==> config.mk <==
export PLATFORM = sky130hd
export DESIGN_NAME = ea_gen_unit
export DESIGN_NICKNAME = d
export VERILOG_FILES = /design/src/rtl/eagu_pkg.sv /design/src/rtl/eagu_step.sv /design/src/rtl/eagu_calc.sv /design/src/rtl/ea_gen_unit.sv
export SDC_FILE = /design/constraint.sdc
export NUM_CORES = 1
export LEC_CHECK = 0
export BUFFER_PORTS_ARGS = -buffer_cell sky130_fd_sc_hd__clkbuf_2
export CORE_MARGIN = 2
export CORE_UTILIZATION = 49
export DETAILED_ROUTE_END_ITERATION = 16
export PLACE_DENSITY = 0.69
export SKIP_LAST_GASP = 1
export SLEW_MARGIN = 15
export SYNTH_ARGS = -nofsm -noshare
export SYNTH_HDL_FRONTEND = slang
export SYNTH_SLANG_ARGS = --single-unit
==> constraint.sdc <==
create_clock -name clk -period 5.4 [get_ports clk]
set_input_delay 1.08 -clock clk [delete_from_list [all_inputs] [get_ports clk]]
set_output_delay 1.08 -clock clk [all_outputs]
set_load 0.02 [all_outputs]
==> src/rtl/eagu_pkg.sv <==
package eagu_pkg;
    localparam int EXT_W  = 16;
    localparam int ADDR_W = 2 * EXT_W;
    localparam int RNUM_W = 3;

    typedef enum logic [3:0] {
        AM_IND      = 4'd0,
        AM_POSTINC  = 4'd1,
        AM_PREDEC   = 4'd2,
        AM_DISP     = 4'd3,
        AM_INDEX    = 4'd4,
        AM_ABS_S    = 4'd5,
        AM_ABS_L    = 4'd6,
        AM_PC_DISP  = 4'd7,
        AM_PC_INDEX = 4'd8,
        AM_IMM      = 4'd9
    } am_e;

    typedef enum logic [1:0] {
        SZ_BYTE = 2'd0,
        SZ_WORD = 2'd1,
        SZ_LONG = 2'd2,
        SZ_ALT  = 2'd3
    } sz_e;

    typedef enum logic [1:0] {
        ST_IDLE        = 2'd0,
        ST_WAIT_FIRST  = 2'd1,
        ST_WAIT_SECOND = 2'd2,
        ST_DONE        = 2'd3
    } st_e;

    // Number of extension words owed by a mode/size pair.
    function automatic logic [1:0] words_owed(input logic [3:0] m, input logic [1:0] s);
        logic [1:0] n;
        case (m)
            AM_DISP, AM_INDEX, AM_ABS_S, AM_PC_DISP, AM_PC_INDEX: n = 2'd1;
            AM_ABS_L: n = 2'd2;
            AM_IMM:   n = (s == SZ_BYTE || s == SZ_WORD) ? 2'd1 : 2'd2;
            default:  n = 2'd0;
        endcase
        return n;
    endfunction
endpackage

==> src/rtl/eagu_step.sv <==
module eagu_step
    import eagu_pkg::*;
#(
    parameter int AW       = ADDR_W,
    parameter int SP_ALIGN = 2
) (
    input  logic [1:0]    size,
    input  logic          is_sp,
    output logic [AW-1:0] step
);
    localparam int BYTE_STEP = 1;
    localparam int WORD_STEP = 2;
    localparam int LONG_STEP = 4;

    always_comb begin
        unique case (size)
            SZ_BYTE: step = is_sp ? AW'(SP_ALIGN) : AW'(BYTE_STEP);
            SZ_WORD: step = AW'(WORD_STEP);
            default: step = AW'(LONG_STEP);
        endcase
    end
endmodule

==> src/rtl/eagu_calc.sv <==
module eagu_calc
    import eagu_pkg::*;
#(
    parameter int AW = ADDR_W,
    parameter int EW = EXT_W
) (
    input  logic [3:0]    mode,
    input  logic [1:0]    size,
    input  logic [AW-1:0] base_reg,
    input  logic [AW-1:0] index,
    input  logic [AW-1:0] pc_base,
    input  logic [AW-1:0] step,
    input  logic [EW-1:0] w_hi,
    input  logic [EW-1:0] w_cur,
    output logic [AW-1:0] ea,
    output logic [AW-1:0] imm,
    output logic [AW-1:0] wb,
    output logic          wb_flag
);
    localparam int SH = 8;
    logic [AW-1:0] sx_full, sx_short, zx_short, zx_full, joined;

    assign sx_full  = {{(AW-EW){w_cur[EW-1]}}, w_cur};
    assign sx_short = {{(AW-SH){w_cur[SH-1]}}, w_cur[SH-1:0]};
    assign zx_short = {{(AW-SH){1'b0}}, w_cur[SH-1:0]};
    assign zx_full  = {{(AW-EW){1'b0}}, w_cur};
    assign joined   = {w_hi, w_cur};

    always_comb begin
        ea      = '0;
        imm     = '0;
        wb      = '0;
        wb_flag = 1'b0;
        unique case (mode)
            AM_POSTINC: begin
                ea      = base_reg;
                wb      = base_reg + step;
                wb_flag = 1'b1;
            end
            AM_PREDEC: begin
                ea      = base_reg - step;
                wb      = base_reg - step;
                wb_flag = 1'b1;
            end
            AM_DISP:     ea = base_reg + sx_full;
            AM_INDEX:    ea = base_reg + sx_short + index;
            AM_ABS_S:    ea = sx_full;
            AM_ABS_L:    ea = joined;
            AM_PC_DISP:  ea = pc_base + sx_full;
            AM_PC_INDEX: ea = pc_base + sx_short + index;
            AM_IMM: begin
                unique case (size)
                    SZ_BYTE: imm = zx_short;
                    SZ_WORD: imm = zx_full;
                    default: imm = joined;
                endcase
            end
            default:     ea = base_reg;
        endcase
    end
endmodule

==> src/rtl/ea_gen_unit.sv <==
module ea_gen_unit
    import eagu_pkg::*;
#(
    parameter int AW     = ADDR_W,
    parameter int EW     = EXT_W,
    parameter int RW     = RNUM_W,
    parameter int SP_NUM = 7
) (
    input  logic          clk,
    input  logic          rst,
    input  logic          start,
    input  logic [3:0]    mode_in,
    input  logic [1:0]    size_in,
    input  logic [RW-1:0] areg_num,
    input  logic [AW-1:0] areg_val,
    input  logic [AW-1:0] idx_val,
    input  logic [AW-1:0] pc_val,
    input  logic          ext_valid,
    input  logic [EW-1:0] ext_word,
    output logic          ext_ready,
    output logic          done,
    output logic [AW-1:0] ea_out,
    output logic [AW-1:0] imm_out,
    output logic          wb_en,
    output logic [AW-1:0] wb_val
);
    st_e state_q, state_d;

    // operand context captured at an accepted start
    logic [3:0]    mode_q;
    logic [1:0]    size_q;
    logic          sp_q;
    logic [AW-1:0] areg_q, idx_q, pc_q;
    logic [1:0]    owed_q;
    logic [EW-1:0] hi_q;

    // registered result
    logic [AW-1:0] ea_q, imm_q, wbv_q;
    logic          wbf_q;

    logic          idle, take, accept, finish;
    logic [1:0]    owed_live;
    logic          sp_live;
    logic [3:0]    c_mode;
    logic [1:0]    c_size;
    logic          c_sp;
    logic [AW-1:0] c_areg, c_idx, c_pc, c_step;
    logic [AW-1:0] r_ea, r_imm, r_wb;
    logic          r_wbf;

    assign idle      = (state_q == ST_IDLE);
    assign accept    = idle && start;
    assign owed_live = words_owed(mode_in, size_in);
    assign sp_live   = (areg_num == RW'(SP_NUM));
    assign take      = ext_valid && ext_ready;

    // Calculation inputs: live operands in IDLE, captured ones afterwards.
    assign c_mode = idle ? mode_in  : mode_q;
    assign c_size = idle ? size_in  : size_q;
    assign c_sp   = idle ? sp_live  : sp_q;
    assign c_areg = idle ? areg_val : areg_q;
    assign c_idx  = idle ? idx_val  : idx_q;
    assign c_pc   = idle ? pc_val   : pc_q;

    eagu_step #(.AW(AW)) u_step (
        .size  (c_size),
        .is_sp (c_sp),
        .step  (c_step)
    );

    eagu_calc #(.AW(AW), .EW(EW)) u_calc (
        .mode     (c_mode),
        .size     (c_size),
        .base_reg (c_areg),
        .index    (c_idx),
        .pc_base  (c_pc),
        .step     (c_step),
        .w_hi     (hi_q),
        .w_cur    (ext_word),
        .ea       (r_ea),
        .imm      (r_imm),
        .wb       (r_wb),
        .wb_flag  (r_wbf)
    );

    // Next-state logic
    always_comb begin
        state_d = state_q;
        finish  = 1'b0;
        unique case (state_q)
            ST_IDLE: begin
                if (start) begin
                    if (owed_live == 2'd0) begin
                        state_d = ST_DONE;          // start-no-ext
                        finish  = 1'b1;
                    end else begin
                        state_d = ST_WAIT_FIRST;    // start-ext
                    end
                end
            end
            ST_WAIT_FIRST: begin
                if (take) begin
                    if (owed_q == 2'd1) begin
                        state_d = ST_DONE;          // first-last
                        finish  = 1'b1;
                    end else begin
                        state_d = ST_WAIT_SECOND;   // first-more
                    end
                end
            end
            ST_WAIT_SECOND: begin
                if (take) begin
                    state_d = ST_DONE;              // second-last
                    finish  = 1'b1;
                end
            end
            ST_DONE: state_d = ST_IDLE;             // retire
            default: state_d = ST_IDLE;
        endcase
    end

    // State register
    always_ff @(posedge clk) begin
        if (rst) state_q <= ST_IDLE;
        else     state_q <= state_d;
    end

    // Context and result registers
    always_ff @(posedge clk) begin
        if (rst) begin
            mode_q <= '0; size_q <= '0; sp_q <= 1'b0;
            areg_q <= '0; idx_q <= '0; pc_q <= '0;
            owed_q <= '0; hi_q <= '0;
            ea_q <= '0; imm_q <= '0; wbv_q <= '0; wbf_q <= 1'b0;
        end else begin
            if (accept) begin
                mode_q <= mode_in;  size_q <= size_in; sp_q <= sp_live;
                areg_q <= areg_val; idx_q  <= idx_val; pc_q <= pc_val;
                owed_q <= owed_live;
            end
            if (state_q == ST_WAIT_FIRST && take) hi_q <= ext_word;
            if (finish) begin
                ea_q  <= r_ea;
                imm_q <= r_imm;
                wbv_q <= r_wb;
                wbf_q <= r_wbf;
            end
        end
    end

    // Outputs decoded from state
    always_comb begin
        ext_ready = 1'b0;
        done      = 1'b0;
        unique case (state_q)
            ST_WAIT_FIRST, ST_WAIT_SECOND: ext_ready = 1'b1;
            ST_DONE:                       done      = 1'b1;
            default: ;
        endcase
        wb_en   = done && wbf_q;
        ea_out  = done  ? ea_q  : '0;
        imm_out = done  ? imm_q : '0;
        wb_val  = wb_en ? wbv_q : '0;
    end
endmodule

# Yosys cells after proc, flatten, opt, wreduce, memory -nomap -nowiden
# Cells that the tools add are included.
[classes]
add_sub_neg = 8
eq_ne = 26
mux = 32
n_reduce_logical = 13
[ops]
columns = ["cell", "n"]
rows = [
  ["32-bit case mux with 8 select lines", 1],
  ["32-bit adder", 7],
  ["32-bit 2-to-1 mux", 7],
  ["32-bit case mux with 2 select lines", 3],
  ["4-bit by 3-bit == test with 1-bit output, second input constant", 8],
  ["32-bit subtractor", 1],
  ["4-bit == test, second input constant", 4],
  ["2-bit 2-to-1 mux", 7],
  ["4-bit by 2-bit == test with 1-bit output, second input constant", 3],
  ["1-bit 2-to-1 mux", 10],
  ["2-bit by 1-bit == test with 1-bit output, second input constant", 4],
  ["2-bit logical NOT", 4],
  ["2-bit case mux with 4 select lines", 1],
  ["2-bit inequality test, second input constant", 3],
  ["2-bit case mux with 3 select lines", 1],
  ["5-bit OR reduction", 1],
  ["2-bit == test, second input constant", 2],
  ["4-bit by 1-bit == test with 1-bit output, second input constant", 1],
  ["1-bit logical AND", 4],
  ["4-bit 2-to-1 mux", 1],
  ["2-bit OR reduction", 2],
  ["3-bit == test, second input constant", 1],
  ["1-bit case mux with 3 select lines", 1],
  ["3-bit AND reduction", 1],
  ["1-bit logical OR", 1],
]
[totals]
register_bits = 220
inputBits = 125
out_inout_bits = 99
elab_cells = 92

# Depth between registers and ports, before layout
[depth]
depth_word = 8
depth_mapped = 25
depth_no_buf = 18

# Hierarchy
# From an unflattened synthesis, not the netlist that was laid out.
[hier_totals]
hier_cells = 2779
hier_area_um2 = 22315.2
[modules_own_cells]
columns = ["module", "instances", "cells_each", "area_per_inst_um2", "seq_area_each_um2"]
rows = [
  ["eagu_calc", 1, 1535, 11524.8, 0.0],
  ["ea_gen_unit", 1, 1211, 10550.1, 4404.2],
  ["eagu_step", 1, 33, 240.2, 0.0],
]

# Least setup slack after synthesis
# No wires, ideal clock.
[synth_timing]
path_type = "register to register"
from = "register state_q[0]"
to = "register ea_q[27]"
setup_time_ns = 0.119
t_arrival_ns = 5.272
required_ns = 5.281
slack_ns = 0.009
stages_incl_launch_ff = 26
path_buffers = 9
synth_period_minus_slack_ns = 5.391
cell_sequence = "dfxtp_1 > inv_1 > ha_1 > buf_6 > buf_12 > buf_6 > buf_6 > buf_2 > buf_2 > buf_2 > buf_2 > buf_2 > mux2i_1 > fa_1 > inv_1 > ha_1 > fa_1 > a21o_1 > a31oi_1 > o21ai_0 > o22ai_2 > o31ai_1 > a311o_1 > a32o_1 > o31ai_1 > nand2_1"
[synth_between]
elab_chain_len = 6
elab_cells_between_ends = 35
classes_between = "7 x add/sub; 11 x eq/ne; 13 x mux; 4 x reduce/logical"
[synth_rtl]
columns = ["element", "line_no", "text"]
rows = [
  ["start, declared", "ea_gen_unit.sv:27", "st_e state_q, state_d;"],
  ["start signal, assigned", "ea_gen_unit.sv:125", "else state_q <= state_d;"],
  ["branches (longest 6 deep; another with 32-bit adder)", "n/a", ""],
  ["end signal, assigned", "ea_gen_unit.sv:143", "ea_q <= r_ea;"],
  ["end, declared", "ea_gen_unit.sv:38", "logic [AW-1:0] ea_q, imm_q, wbv_q;"],
]
# Parallel ways; which one is timed is not known.
# A chain may end at the register's enable or synchronous reset.

# Final worst setup path
[layout_timing]
from = "register state_q[0]"
to = "register ea_q[31]"
# The elaborated chain is that of the path after synthesis.

==> impl_metrics.env <==
export IMPL_status="finished clean"
export IMPL_cts_sinks=220
export IMPL_numCtsBuffers=27
export IMPL_synth_xor_area_share_pct=5.017
export IMPL_fin_setup_tns_ns=0
export IMPL_grtUsageTotal_pct=37.95
export IMPL_peakVddDrop_mv=0.4814
export IMPL_fillers=3831
export IMPL_start_util_pct=49.33
export IMPL_grt_pass1_vias=19094
export IMPL_muxShareOfSynthArea_pct=8.056
export IMPL_pin_count=224
export IMPL_finalClockSkew_ns=0.04015
export IMPL_ys_seq_area_share_pct=21.96
export IMPL_ys_flop_type="dfxtp_1"
export IMPL_crit_chain="inv_1 > ha_4 > buf_12 > mux2_2 > inv_1 > fa_1 > inv_1 > ha_1 > a21o_1 > a221oi_1 > or3_1 > o211ai_1 > buf_4 > o21ai_0 > mux2i_1 > a211oi_1 > o311ai_1 > a21o_1"
export IMPL_rsz0062_at_grt="no"
export IMPL_die_w_um=206.3
export IMPL_critPathRequiredTime_ns=5.87
export IMPL_p_leak_uw=0.01031
export IMPL_cp_num_cells=18
export IMPL_setup_viol=0
export IMPL_fin_ws_ns=0.2472
export IMPL_hold_viol=0
export IMPL_core_region_area_um2=40650
export IMPL_max_stage_delay_ns=0.52
export IMPL_relSlewSlack_pct=15.35
export IMPL_syn_nets=2917
export IMPL_io_buffer_count=223
export IMPL_synth_top_family_by_area="compound AO/OA/AOI/OAI gates"
export IMPL_dr_pass1_iters=6
export IMPL_hp_class="register to register"
export IMPL_cts_tree="yes"
export IMPL_ys_warnings_count=0
export IMPL_ant_nets=0
export IMPL_viasPerCell=6.222
export IMPL_synth_seq_cells=220
export IMPL_drive_gt1_share_pct=17.80
export IMPL_fin_crit_sh_pct=95.42
export IMPL_synth_compound_area_share_pct=23.43
export IMPL_stdcell_area_um2=23200
export IMPL_fin_nets=3127
export IMPL_netlist_cell_type_count=101
export IMPL_root_buffer="clkbuf_16"
export IMPL_cp_slowest_cell="o21ai_0"
export IMPL_critPathArrivalTime_ns=5.62
export IMPL_cpMostUsedCell="inv_1"
export IMPL_r2r_cells=18
export IMPL_worst_path_max_fanout=48
export IMPL_synth_area_um2=20050
export IMPL_synthAdderAreaFrac_pct=13.43
export IMPL_max_cap_violations=0
export IMPL_grt_max_degree=88
export IMPL_dieHeight_um=206.3
export IMPL_worstMarginPinSlew_ns=1.265
export IMPL_drv_slew=0
export IMPL_gp_congestion=1.043
export IMPL_path_class="register to register"
export IMPL_areaGrowthSynthToFinish_pct=15.69
export IMPL_antenna_found_initial=1
export IMPL_h_tree_depth=1
export IMPL_rows=74
export IMPL_final_min_clock_period_ns=5.153
export IMPL_die_area_um2=42560
export IMPL_hpwl_um=65200
export IMPL_cp_start_kind="register"
export IMPL_crit_family="compound AO/OA/AOI/OAI gates"
export IMPL_path_clk_slew_ns=0.06
export IMPL_power_density_nw_per_um2=774.3
export IMPL_postSynthCellCount=2617
export IMPL_syn_avg_cell_area_um2=7.662
export IMPL_yosys_area_share_simple_pct=21.46
export IMPL_synth_edf_count=0
export IMPL_wl_per_cell_um=24.38
export IMPL_dp_worst_setup_slack_ns=0.06962
export IMPL_vias=21037
export IMPL_async_flop_share_pct=0
export IMPL_worst_hold_path_num_cells=2
export IMPL_gr_total_overflow=0
export IMPL_crit_buf_inv=5
export IMPL_grt_pass1_wl_um=121000
export IMPL_worst_hold_slack_ns=0.4517
export IMPL_placed_cell_area_um2=22200
export IMPL_clock_path_buffers=3
export IMPL_clk_latency_ns=0.60
export IMPL_routed_wl_um=82430
export IMPL_cts_hold_buf=0
export IMPL_drc=0
export IMPL_drtIter0Drc=2437
export IMPL_end_kind="register"
export IMPL_max_freq_ghz=0.1941
==> worst min-delay path, stage by stage (launching register included) <==
cell     delay [ns]
dfxtp_1        0.31
nand2_1        0.05
a21oi_1        0.05
==> cell families after synthesis <==
logic type	count (synthesis)
AND/OR/NAND/NOR	904
AO/OA/AOI/OAI	726
buffers and inverters	327
flip-flops	220
adder cells (fa/ha/maj)	175
multiplexers	151
XOR/XNOR	114
==> path summary, 6_finish.rpt <==
| kind | from | endpoint | slack [ns] |
|---|---|---|---|
| worst min-delay path | imm_q[4] | imm_q[4] | 0.45 |
| worst min register to register | imm_q[4] | imm_q[4] | 0.45 |
| worst max-delay path | state_q[0] | ea_q[31] | 0.25 |
| worst max register to register | state_q[0] | ea_q[31] | 0.25 |
==> per-stage QoR <==
step | util [%] | std cells | total power, uW
final | 57.07 | 3381 | 17960
after global routing | 57.07 | 3380 | 19100
after CTS | 57.02 | 3379 | 17500
after detailed placement | 54.63 | 3329 | 15420
after global placement | 54.63 | 3329 | 15310
after floorplan | - | 2617 | 11170
==> metal layers <==
| layer | GRT usage [%] | share of wire (%) | routed length (um) | vias up |
|---|---|---|---|---|
| met5 | 1.905 | 0.14 | 119 | - |
| met4 | 11.61 | 3.2 | 2661 | 4 |
| met3 | 7.900 | 11 | 8705 | 148 |
| met2 | 56.03 | 42 | 34380 | 1051 |
| met1 | 54.90 | 44 | 36570 | 10133 |
| li1 | - | - | - | 9701 |
==> report_power, final <==
group / total, uW / internal, uW / switching [uW]
logic: 13700 / 5040 / 8660
clock network: 2020 / 1230 / 795
registers: 2240 / 1950 / 288
total: 18000 / 8220 / 9740
==> flip-flops by register name, indices dropped and copies added (netlist names) <==
| signal | count |
|---|---|
| mode_q | 4 |
| owed_q | 2 |
| sp_q | 1 |
| hi_q | 16 |
| state_q | 2 |
| size_q | 2 |
| ea_q | 32 |
| areg_q | 32 |
| imm_q | 32 |
| wbv_q | 32 |
| wbf_q | 1 |
| pc_q | 32 |
| idx_q | 32 |
==> final cells by class <==
| type | instances | area, um2 | area share (%) |
|---|---|---|---|
| Antenna cell | 1 | 2.502 | 0.01079 |
| Clock buffer | 37 | 763.2 | 3.290 |
| Clock inverter | 13 | 207.7 | 0.8953 |
| Inverter | 159 | 601.8 | 2.594 |
| Multi-Input combinational cell | 2070 | 14390 | 62.03 |
| Sequential cell | 220 | 4404 | 18.98 |
| Tap cell | 532 | 665.6 | 2.869 |
| Timing Repair Buffer | 349 | 2163 | 9.325 |
==> cell usage after synthesis (14+ instances only) <==
cell	instances	area share [%]
nand2_1	396	7.4
a21oi_1	283	7.1
dfxtp_1	220	22
nor2_1	166	3.1
inv_1	156	2.9
clkbuf_1	131	2.5
ha_1	108	6.7
mux2i_1	105	5.2
o21ai_0	100	2.5
and2_1	72	2.2
xnor2_1	68	3.0
fa_1	67	6.7
nand3_1	53	1.3
nor3_1	51	1.3
and3_1	50	1.6
xor2_1	45	2.0
mux2_2	36	2.0
a21o_1	33	1.2
a22oi_1	33	1.2
a211oi_1	32	1.2
a31oi_1	26	0.81
a221oi_1	24	1.0
o211ai_1	23	0.86
buf_2	19	0.47
o22ai_1	15	0.47
nand2b_1	14	0.44
o21a_1	14	0.52
==> what timing repair did <==
item                                    4_1_cts  5_1_grt
hold endpoints to repair                      0        0
resized for setup                             0        2
endpoints found under the setup margin        0        8
buffers inserted                              0        1
==> cells in the final DEF, fill, tap and decap left out, types with 27 or more instances in the layout <==
master	instances
nand2_1	395
a21oi_1	283
clkbuf_2	222
dfxtp_1	220
nor2_1	163
inv_1	155
buf_4	118
ha_1	106
mux2i_1	105
o21ai_0	100
and2_1	71
xnor2_1	67
fa_1	67
nand3_1	53
nor3_1	51
and3_1	50
xor2_1	45
mux2_2	36
a21o_1	33
a22oi_1	33
a211oi_1	32
clkbuf_16	27
Power figures use the tool's default switching activity.
